### config.mk
export PLATFORM = sky130hd
export DESIGN_NAME = irq_route_sel
export DESIGN_NICKNAME = d
export VERILOG_FILES = /design/src/rtl/irq_route_pkg.sv /design/src/rtl/irq_lvl_gate.sv /design/src/rtl/irq_split.sv /design/src/rtl/irq_rank_pick.sv /design/src/rtl/irq_route_sel.sv
export SDC_FILE = /design/constraint.sdc
export NUM_CORES = 1
export LEC_CHECK = 0
export BUFFER_PORTS_ARGS = -buffer_cell sky130_fd_sc_hd__buf_2
export CAP_MARGIN = 20
export CORE_AREA = 2 2 39 41
export DETAILED_ROUTE_END_ITERATION = 10
export DIE_AREA = 0 0 41 43
export PLACE_DENSITY = 0.8
export SYNTH_ARGS = -nofsm -noshare
export SYNTH_HDL_FRONTEND = slang
export SYNTH_HIERARCHICAL = 1
export SYNTH_SLANG_ARGS = --single-unit
### constraint.sdc
create_clock -name vclk -period 4.1
set_input_delay 0.82 -clock vclk [all_inputs]
set_output_delay 0.82 -clock vclk [all_outputs]
set_load 0.005 [all_outputs]
### src/rtl/irq_route_pkg.sv
package irq_route_pkg;

  localparam int unsigned SRC_W  = 12;
  localparam int unsigned RANK_N = 9;
  localparam int unsigned CODE_W = $clog2(SRC_W);

  typedef enum logic [1:0] {
    LVL_USR = 2'b00,
    LVL_SUP = 2'b01,
    LVL_RSV = 2'b10,
    LVL_MCH = 2'b11
  } lvl_e;

  // Source bit index at a given rank, rank 0 wins.
  function automatic logic [CODE_W-1:0] rank_src(input int unsigned r);
    case (r)
      0:       return CODE_W'(11);
      1:       return CODE_W'(3);
      2:       return CODE_W'(7);
      3:       return CODE_W'(9);
      4:       return CODE_W'(1);
      5:       return CODE_W'(5);
      6:       return CODE_W'(8);
      7:       return CODE_W'(0);
      default: return CODE_W'(4);
    endcase
  endfunction

  // All positions that carry a real source.
  function automatic logic [SRC_W-1:0] src_mask();
    logic [SRC_W-1:0] m;
    m = '0;
    for (int unsigned r = 0; r < RANK_N; r++) m[rank_src(r)] = 1'b1;
    return m;
  endfunction

  // Machine-level sources: never handed down.
  function automatic logic [SRC_W-1:0] mch_mask();
    logic [SRC_W-1:0] m;
    m = '0;
    m[11] = 1'b1;
    m[7]  = 1'b1;
    m[3]  = 1'b1;
    return m;
  endfunction

endpackage

### src/rtl/irq_lvl_gate.sv
module irq_lvl_gate
  import irq_route_pkg::*;
(
  input  lvl_e lvl_i,
  input  logic m_gie_i,
  input  logic s_gie_i,
  output logic m_open_o,
  output logic s_open_o
);

  always_comb begin
    m_open_o = 1'b0;
    s_open_o = 1'b0;
    unique case (lvl_i)
      LVL_USR: begin
        m_open_o = 1'b1;
        s_open_o = 1'b1;
      end
      LVL_SUP: begin
        m_open_o = 1'b1;
        s_open_o = s_gie_i;
      end
      default: begin // Machine and the reserved code
        m_open_o = m_gie_i;
        s_open_o = 1'b0;
      end
    endcase
  end

endmodule

### src/rtl/irq_split.sv
module irq_split
  import irq_route_pkg::*;
#(
  parameter int unsigned W = SRC_W
) (
  input  logic [W-1:0] pend_i,
  input  logic [W-1:0] enab_i,
  input  logic [W-1:0] dlg_i,
  output logic [W-1:0] keep_o,
  output logic [W-1:0] pass_o
);

  localparam logic [W-1:0] LIVE = W'(src_mask());
  localparam logic [W-1:0] MCH  = W'(mch_mask());

  logic [W-1:0] cand;
  logic [W-1:0] dlg_eff;

  assign cand    = pend_i & enab_i & LIVE;
  assign dlg_eff = dlg_i & ~MCH;
  assign keep_o  = cand & ~dlg_eff;
  assign pass_o  = cand &  dlg_eff;

endmodule

### src/rtl/irq_rank_pick.sv
module irq_rank_pick
  import irq_route_pkg::*;
#(
  parameter int unsigned W  = SRC_W,
  parameter int unsigned N  = RANK_N,
  parameter int unsigned CW = CODE_W
) (
  input  logic [W-1:0]  set_i,
  output logic          found_o,
  output logic [CW-1:0] code_o
);

  logic [N:0]    above;
  logic [N-1:0]  win;
  logic [CW-1:0] code_acc [N+1];
  logic          unused_bits;

  assign above[0]    = 1'b0;
  assign code_acc[0] = '0;
  assign unused_bits = ^(set_i & ~W'(src_mask()));

  for (genvar r = 0; r < N; r++) begin : g_rank
    localparam logic [CW-1:0] IDX = CW'(rank_src(r));
    logic req;
    assign req             = set_i[IDX];
    assign win[r]          = req & ~above[r];
    assign above[r+1]      = above[r] | req;
    assign code_acc[r+1]   = code_acc[r] | ({CW{win[r]}} & IDX);
  end

  assign found_o = above[N];
  assign code_o  = code_acc[N];

endmodule

### src/rtl/irq_route_sel.sv
module irq_route_sel
  import irq_route_pkg::*;
#(
  parameter int unsigned W  = SRC_W,
  parameter int unsigned CW = CODE_W
) (
  input  logic [W-1:0]  pend_i,
  input  logic [W-1:0]  enab_i,
  input  logic [W-1:0]  dlg_i,
  input  logic [1:0]    lvl_i,
  input  logic          m_gie_i,
  input  logic          s_gie_i,
  output logic          hit_o,
  output logic [CW-1:0] code_o,
  output logic [1:0]    tgt_lvl_o
);

  logic [W-1:0]  keep_set, pass_set;
  logic          m_open, s_open;
  logic          m_found, s_found;
  logic [CW-1:0] m_code, s_code;
  logic          m_take, s_take;

  irq_split #(.W(W)) split_i (
    .pend_i (pend_i),
    .enab_i (enab_i),
    .dlg_i  (dlg_i),
    .keep_o (keep_set),
    .pass_o (pass_set)
  );

  irq_lvl_gate gate_i (
    .lvl_i    (lvl_e'(lvl_i)),
    .m_gie_i  (m_gie_i),
    .s_gie_i  (s_gie_i),
    .m_open_o (m_open),
    .s_open_o (s_open)
  );

  irq_rank_pick #(.W(W), .N(RANK_N), .CW(CW)) pick_m_i (
    .set_i   (keep_set),
    .found_o (m_found),
    .code_o  (m_code)
  );

  irq_rank_pick #(.W(W), .N(RANK_N), .CW(CW)) pick_s_i (
    .set_i   (pass_set),
    .found_o (s_found),
    .code_o  (s_code)
  );

  assign m_take = m_open & m_found;
  assign s_take = ~m_take & s_open & s_found;

  always_comb begin
    hit_o     = m_take | s_take;
    code_o    = '0;
    tgt_lvl_o = LVL_USR;
    if (m_take) begin
      code_o    = m_code;
      tgt_lvl_o = LVL_MCH;
    end else if (s_take) begin
      code_o    = s_code;
      tgt_lvl_o = LVL_SUP;
    end
  end

endmodule

; ---- Word-level counts from Yosys, hierarchy flattened
; Index checks and enable logic that the tools add are counted.
[totals]
reg_bits = 0
inputBits = 40
out_inout_bits = 7
elab_cells = 76
[op_classes]
eq_ne = 1
mux = 6
n_bitwise = 67
reduce_logical = 2
[op_table]
columns = cell, count
row1 = $and 12x12->12, 2
row2 = $or 4x3->4, 6
row3 = $and 1x1->1, 17
row4 = $or 1x1->1, 17
row5 = $or 4x4->4, 4
row6 = $not 1->1, 15
row7 = $and 12x11->12, 1
row8 = $not 11->12, 1
row9 = $mux 4, 2
row10 = $or 4x1->4, 2
row11 = $or 4x2->4, 2
row12 = $eq 2x1->1 const B, 1
row13 = $logic_not 2->1, 1
row14 = $mux 1, 2
row15 = $mux 2, 1
row16 = $pmux 1 s2, 1
row17 = $reduce_or 2->1, 1

; ---- Longest topological paths before layout
; Gate-level depths: netlist of the first run.
[depth]
depth_word = 16
mapped_depth = 8
mapped_depth_nobuf = 6

; ---- Modules after synthesis
; Netlist of the first run, hierarchy kept.
[modules_own_cells]
columns = module, n_inst, cells_per_inst, area_per_inst_um2, seq_area_each_um2
row1 = irq_split, 1, 25, 187.7, 0.0
row2 = irq_rank_pick, 2, 11, 75.1, 0.0
row3 = irq_route_sel, 1, 17, 117.6, 0.0
row4 = irq_lvl_gate, 1, 3, 18.8, 0.0

; ---- Least setup slack after synthesis of the first run
; Ideal clock, no wire load.
[synth_path]
path_kind = input port to output port
start = input pend_i[3]
end = output tgt_lvl_o[0]
arrival_ns = 2.842
t_required_ns = 3.280
path_slack_ns = 0.438
stages = 8
path_buffers = 2
cell_sequence = and2_1 > or3_4 > or4_4 > or4_1 > and2_4 > buf_6 > a21o_1 > buf_4
[synth_via]
elab_chain_cells = 16
elab_cells_between_ends = 25
cone_classes = mux: 2 / bitwise: 23
[synth_lines]
columns = item, line_no
row1 = from (decl), irq_route_sel.sv:7  ; input logic [W-1:0] pend_i,
row2 = $and 12x12->12 (*), irq_split.sv:19  ; assign cand = pend_i & enab_i & LIVE;
row3 = $and 12x12->12 (*), irq_split.sv:21  ; assign keep_o = cand & ~dlg_eff;
row4 = $or 1x1->1 (*) (8 in series), irq_rank_pick.sv:27  ; assign above[r+1] = above[r] | req;
row5 = net m_found, irq_route_sel.sv:20  ; logic m_found, s_found;
row6 = $and 1x1->1 (*), irq_route_sel.sv:52  ; assign m_take = m_open & m_found;
row7 = net m_take, irq_route_sel.sv:22  ; logic m_take, s_take;
row8 = $not 1->1, irq_route_sel.sv:53  ; assign s_take = ~m_take & s_open & s_found;
row9 = $and 1x1->1 (2 in series), irq_route_sel.sv:53
row10 = $mux 1, irq_route_sel.sv:62  ; end else if (s_take) begin
row11 = $mux 2 (*), irq_route_sel.sv:59  ; if (m_take) begin
row12 = to (decl), irq_route_sel.sv:15  ; output logic [1:0] tgt_lvl_o
; Mark *: on every way through the listed nets, which the timed path passes. The rest lies on a longest branch.

; ---- Final worst setup path of the first run
[layout_path]
start = input pend_i[3]
end = output tgt_lvl_o[0]
[layout_via]
elab_chain_cells = 16
elab_cells_between_ends = 25
cone_classes = mux: 2 / bitwise: 23
[layout_lines]
columns = item, line_no
row1 = $and 12x12->12 (*), irq_split.sv:19
row2 = $and 12x12->12 (*), irq_split.sv:21
row3 = net keep_set[3], irq_route_sel.sv:18  ; logic [W-1:0] keep_set, pass_set;
row4 = $or 1x1->1 (*) (8 in series), irq_rank_pick.sv:27
row5 = net m_found, irq_route_sel.sv:20
row6 = $and 1x1->1 (*), irq_route_sel.sv:52
row7 = $not 1->1, irq_route_sel.sv:53
row8 = $and 1x1->1 (2 in series), irq_route_sel.sv:53
row9 = $mux 1, irq_route_sel.sv:62
row10 = $mux 2 (*), irq_route_sel.sv:59
; Marked as above.

==> results of run 1 <==
-- critical path, stage by stage --
cell,delay [ns]
sky130_fd_sc_hd__buf_2,0.09
sky130_fd_sc_hd__and2_1,0.15
sky130_fd_sc_hd__or3_4,0.39
sky130_fd_sc_hd__or4_4,0.43
sky130_fd_sc_hd__or4_1,0.50
sky130_fd_sc_hd__and2_4,0.21
sky130_fd_sc_hd__a21o_1,0.16
sky130_fd_sc_hd__buf_2,0.12
-- power groups by stage --
stage | Clock [W] | Sequential (W) | Combinational [W]
floorplan | 0 | 0 | 0.0000412
detailed placement | 0 | 0 | 0.0000588
CTS | 0 | 0 | 0.0000590
finish | 0 | 0 | 0.0000588
global placement | 0 | 0 | 0.0000574
global route | 0 | 0 | 0.0000653
-- path summary, 6_finish.rpt --
check | endpoint | slack [ns] | cells past startpoint | from
worst min-delay path | code_o[3] | 2.04 | 5 | lvl_i[0]
worst max-delay path | tgt_lvl_o[0] | 0.41 | 8 | pend_i[3]
-- metrics by stage --
step / utilization / std cells
3_5_place_dp: 0.421 / 108
5_1_grt: 0.421 / 108
4_1_cts: 0.421 / 108
2_1_floorplan: - / 63
6_report: 0.421 / 108
3_3_place_gp: 0.421 / 108
-- per-layer routing --
layer  vias to the layer above  track usage  wire length, µm
met5                         -            0                0
met4                         0      0.00667                0
met3                         0            0               56
met2                        11        0.259              605
met1                       242        0.127              375
li1                        286            -                -
-- area by class of cell --
cell class	count	area (µm²)	area share
well taps	16	20.0	0.0343
repair buffers	35	175	0.300
inverters	3	11.3	0.0193
multi-input cells	54	377	0.646
==> insert_results.sql, run 1 <==
INSERT INTO impl_metrics (metric_group, metric, value, unit) VALUES
('grt', 'grt_pass1_wl', '1640', 'µm'),
('finish', 'antenna_cells', '0', ''),
('finish', 'top_library_cells_by_usage_in_the_layout_fill_and_taps_aside', 'sky130_fd_sc_hd__buf_2 (35), sky130_fd_sc_hd__nand3_1 (8), sky130_fd_sc_hd__and3_2 (6), sky130_fd_sc_hd__and3b_1 (6)', ''),
('power', 'cellLeakagePower', '0.317', 'nW'),
('cts', 'cts_repair_resize_count', '0', ''),
('finish', 'layout-area-overhead-vs-synth', '35.9', '%'),
('finish', 'ff_latch_area', '0', 'µm²'),
('grt', 'global_route.overflow_total', '0', ''),
('drt', 'drt_iter0_markers', '6', ''),
('worst_setup_path', 'critPathRequiredTime', '3.28', 'ns'),
('floorplan', 'start_util', '0.310', ''),
('power', 'part_of_the_power_in_the_clock_network', '0', ''),
('floorplan', 'boundaryPins', '47', ''),
('grt', 'first_global_vias', '462', ''),
('finish', 'layout_commonest_cell', 'sky130_fd_sc_hd__buf_2', ''),
('drt', 'drc_errors', '0', ''),
('timing', 'setup-tns-final', '0', 'ns'),
('drt', 'vias_per_cell', '4.99', ''),
('place', 'placed_area', '583', 'µm²'),
('job', 'maximum_capacitance_violations', '0', ''),
('power', 'power_switching_share', '0.454', ''),
('worst_setup_path', 'timing.setup.critical_path_class', 'input pin to output port', ''),
('finish', 'finish.net_count', '134', ''),
('place', 'buffer_ports.inserted', '35', ''),
('power', 'pwr-share-seq', '0', ''),
('drt', 'remaining_number_of_nets_flagged_by_the_antenna_check_after_routing', '0', ''),
('status', 'outcome', 'complete, no violations', ''),
('synthesis', 'yosys_warnings', '6', ''),
('timing', 'final_min_period_over_clock_period', '0.900', ''),
('floorplan', 'fp.dieH', '43', 'µm'),
('floorplan', 'coreArea', '1380', 'µm²'),
('floorplan', 'die_area', '1760', 'µm²'),
('drt', 'drt_pre_antenna_iters', '3', ''),
('power', 'net-switching-power', '0.0000267', 'W'),
('synthesis', 'syn-cell-area', '429', 'µm²'),
('synthesis', 'avgSynthCellArea', '7.04', 'µm²'),
('worst_setup_path', 'setup.worst_path.end_class', 'output port', ''),
('finish', 'final_layout_size_suffix_gt1_frac', '0.554', ''),
('worst_setup_path', 'cp_max_fo', '6', ''),
('timing', 'final.hold.worst_slack', '2.04', 'ns'),
('power', 'p_per_area', '101', 'nW/µm²'),
('worst_hold_path', 'min-delay-path-class', 'input pin to output port', ''),
('power', 'ir_worst_vdd', '0.0272', 'mV'),
('finish', 'postLayoutCellArea', '583', 'µm²'),
('place', 'detailedPlace.worstSlack', '0.403', 'ns'),
('timing', 'finalHoldViolations', '0', ''),
('floorplan', 'die_w', '41', 'µm'),
('timing', 'postLayoutSetupSlackWorst', '0.409', 'ns'),
('timing', 'maximum_clock_frequency', '271', 'MHz'),
('power', 'intPower', '0.0000321', 'W'),
('timing', 'setup_viol', '0', ''),
('place', 'routabilityCongestion', '0.753', ''),
('drt', 'route.vias.total', '539', ''),
('grt', 'grt.total_usage', '0.124', ''),
('timing', 'report.final.slew_viol_count', '0', ''),
('grt', 'antenna_violations_before_repair', '0', ''),
('synthesis', 'synthesis.instances', '61', ''),
('cts', 'post_cts_hold_buffer_count', '0', ''),
('power', 'power', '0.0000588', 'W'),
('cts', 'cts_post_setup_buffers_inserted', '0', ''),
('worst_setup_path', 'start_kind', 'input pin', ''),
('floorplan', 'row_count', '14', ''),
('finish', 'fillers', '150', ''),
('timing', 'minimum_period_implied_by_the_final_worst_setup_slack', '3.69', 'ns'),
('worst_setup_path', 'worst_ep_arrival_time', '2.87', 'ns'),
('grt', 'grt_start_max_net_pins', '7', ''),
('drt', 'detailed_route_wl', '1040', 'µm'),
('finish', 'nClkBuffers', '0', ''),
('drt', 'wire_per_inst', '9.60', 'µm'),
('place', 'place_hpwl', '984', 'µm'),
('timing', 'setup_repair_after_global_routing_missed_its_margin', 'false', ''),
('power', 'share_comb_of_total_power', '1.000', ''),
('finish', 'n_sequential_cell', '0', '');
Power figures use the tool's default switching activity.
==> inputs of run 2 (changes only) <==
ABC_AREA = 1   (was unset)
CORE_AREA = unset   (was 2 2 39 41)
CORE_MARGIN = 2   (was unset)
CORE_UTILIZATION = 36   (was unset)
DIE_AREA = unset   (was 0 0 41 43)
PLACE_DENSITY = 0.82   (was 0.8)
clock period = 3.2 ns   (was 4.1 ns; I/O delays follow)
==> run 2 against run 1 <==
  * First-iteration DRC count fell by 33%
  * Core utilization rose by 12 points
  * Final cell count rose by 32%
  * Worst setup slack improved by 0.38 ns
  * Non-clock buffer count did not move
  * Flip-flop and latch count did not move
  * Combinational power rose by 31%
  * Synthesized area rose by 7.3%
  * Highest routed layer is now met4
  * Routed wire length rose by 1.5%
  * Die area fell by 10%
  * Sequential share of layout area did not move
==> insert_results.sql, run 2 <==
INSERT INTO impl_metrics (metric_group, metric, value, unit) VALUES
('timing', 'setup_repair_after_global_routing_missed_its_margin', 'false', ''),
('place', 'routabilityCongestion', '0.814', ''),
('grt', 'grt.total_usage', '0.155', ''),
('drt', 'drt_pre_antenna_iters', '2', ''),
('power', 'net-switching-power', '0.0000421', 'W'),
('finish', 'finish.net_count', '171', ''),
('finish', 'antenna_cells', '0', ''),
('status', 'outcome', 'complete, no violations', ''),
('floorplan', 'row_count', '12', ''),
('floorplan', 'die_area', '1580', 'µm²'),
('timing', 'setup-tns-final', '0', 'ns'),
('power', 'share_comb_of_total_power', '1.000', ''),
('finish', 'final_layout_size_suffix_gt1_frac', '0.388', ''),
('power', 'p_per_area', '124', 'nW/µm²'),
('timing', 'finalHoldViolations', '0', ''),
('finish', 'top_library_cells_by_usage_in_the_layout_fill_and_taps_aside', 'sky130_fd_sc_hd__buf_2 (35), sky130_fd_sc_hd__nand2_1 (28), sky130_fd_sc_hd__inv_1 (22)', ''),
('finish', 'combined_area_of_the_multi_input_logic_cells', '337', 'µm²'),
('finish', 'layout-area-overhead-vs-synth', '35.3', '%'),
('power', 'intPower', '0.0000352', 'W'),
('drt', 'detailed_route_wl', '1050', 'µm'),
('cts', 'cts_post_setup_buffers_inserted', '0', ''),
('drt', 'remaining_number_of_nets_flagged_by_the_antenna_check_after_routing', '0', ''),
('grt', 'first_global_vias', '497', ''),
('grt', 'antenna_violations_before_repair', '0', ''),
('power', 'part_of_the_power_in_the_clock_network', '0', ''),
('power', 'power_switching_share', '0.545', ''),
('synthesis', 'synthesis.instances', '97', ''),
('finish', 'layout_commonest_cell', 'sky130_fd_sc_hd__buf_2', ''),
('power', 'cellLeakagePower', '0.416', 'nW'),
('grt', 'global_route.overflow_total', '0', ''),
('cts', 'cts_repair_resize_count', '0', ''),
('worst_setup_path', 'cp_max_fo', '6', ''),
('power', 'pwr-share-seq', '0', ''),
('power', 'ir_worst_vdd', '0.0469', 'mV'),
('worst_setup_path', 'critPathRequiredTime', '2.56', 'ns'),
('synthesis', 'avgSynthCellArea', '4.75', 'µm²'),
('worst_setup_path', 'setup.worst_path.end_class', 'output port', ''),
('worst_hold_path', 'min-delay-path-class', 'input pin to output port', ''),
('worst_setup_path', 'timing.setup.critical_path_class', 'input pin to output port', ''),
('timing', 'minimum_period_implied_by_the_final_worst_setup_slack', '2.41', 'ns'),
('finish', 'ff_latch_area', '0', 'µm²'),
('floorplan', 'fp.dieH', '39.8', 'µm'),
('drt', 'route.vias.total', '607', ''),
('floorplan', 'die_w', '39.8', 'µm'),
('finish', 'nClkBuffers', '0', ''),
('grt', 'grt_start_max_net_pins', '7', ''),
('place', 'buffer_ports.inserted', '35', ''),
('timing', 'postLayoutSetupSlackWorst', '0.794', 'ns'),
('drt', 'drc_errors', '0', ''),
('job', 'maximum_capacitance_violations', '0', ''),
('timing', 'report.final.slew_viol_count', '0', ''),
('floorplan', 'start_util', '0.398', ''),
('grt', 'grt_pass1_wl', '1790', 'µm'),
('cts', 'post_cts_hold_buffer_count', '0', ''),
('finish', 'fillers', '124', ''),
('worst_setup_path', 'worst_ep_arrival_time', '1.77', 'ns'),
('timing', 'setup_viol', '0', ''),
('worst_setup_path', 'start_kind', 'input pin', ''),
('finish', 'n_sequential_cell', '0', ''),
('floorplan', 'boundaryPins', '47', ''),
('timing', 'final_min_period_over_clock_period', '0.752', ''),
('drt', 'drt_iter0_markers', '4', ''),
('drt', 'wire_per_inst', '7.36', 'µm'),
('drt', 'vias_per_cell', '4.24', ''),
('timing', 'maximum_clock_frequency', '416', 'MHz'),
('place', 'detailedPlace.worstSlack', '0.792', 'ns'),
('place', 'place_hpwl', '985', 'µm'),
('synthesis', 'syn-cell-area', '460', 'µm²'),
('synthesis', 'yosys_warnings', '6', ''),
('floorplan', 'coreArea', '1160', 'µm²');
-- run 2: layout make-up --
type | count | share of cell area
multi-input combinational | 69 | 0.540
timing repair buffer | 35 | 0.281
tap | 14 | 0.0281
inverter | 25 | 0.151
-- run 2: worst max-delay path: stages --
cell	delay (ns)
sky130_fd_sc_hd__buf_2	0.10
sky130_fd_sc_hd__nand2_1	0.05
sky130_fd_sc_hd__inv_1	0.04
sky130_fd_sc_hd__nor2_2	0.15
sky130_fd_sc_hd__nand2_2	0.09
sky130_fd_sc_hd__nor2_4	0.15
sky130_fd_sc_hd__nand3b_1	0.11
sky130_fd_sc_hd__nand2_2	0.14
sky130_fd_sc_hd__inv_2	0.07
sky130_fd_sc_hd__nand2_1	0.07
sky130_fd_sc_hd__nand2_1	0.05
sky130_fd_sc_hd__buf_2	0.11
-- run 2: layer usage --
layer  GRT usage  vias to the layer above  wire, µm
met2       0.291                       11       568
met1       0.197                      255       443
met4      0.0172                        0         9
met3           0                        2        31
li1            -                      339         -
met5           0                        -         0
-- run 2: power groups by stage --
stage | logic [W] | clock network, W | registers [W]
after floorplan | 0.0000512 | 0 | 0
after global placement | 0.0000756 | 0 | 0
after detailed placement | 0.0000774 | 0 | 0
after CTS | 0.0000777 | 0 | 0
after global routing | 0.0000895 | 0 | 0
final | 0.0000773 | 0 | 0
-- run 2: path summary, 6_finish.rpt --
path / start / slack (ns) / to / cells after the start
max: pend_i[3] / 0.79 / code_o[1] / 12
min: lvl_i[1] / 1.65 / tgt_lvl_o[0] / 5
-- run 2: metrics by stage --
stage / utilization / power, W / instance area [µm²] / hold slack (ns) / instances
3_3_place_gp: 0.539 / 0.0000756 / 623 / 1.64 / 143
5_1_grt: 0.539 / 0.0000895 / 623 / 1.68 / 143
2_1_floorplan: - / 0.0000512 / 468 / 1.42 / 99
4_1_cts: 0.539 / 0.0000777 / 623 / 1.65 / 143
6_report: 0.539 / 0.0000773 / 623 / 1.65 / 143
3_5_place_dp: 0.539 / 0.0000774 / 623 / 1.65 / 143
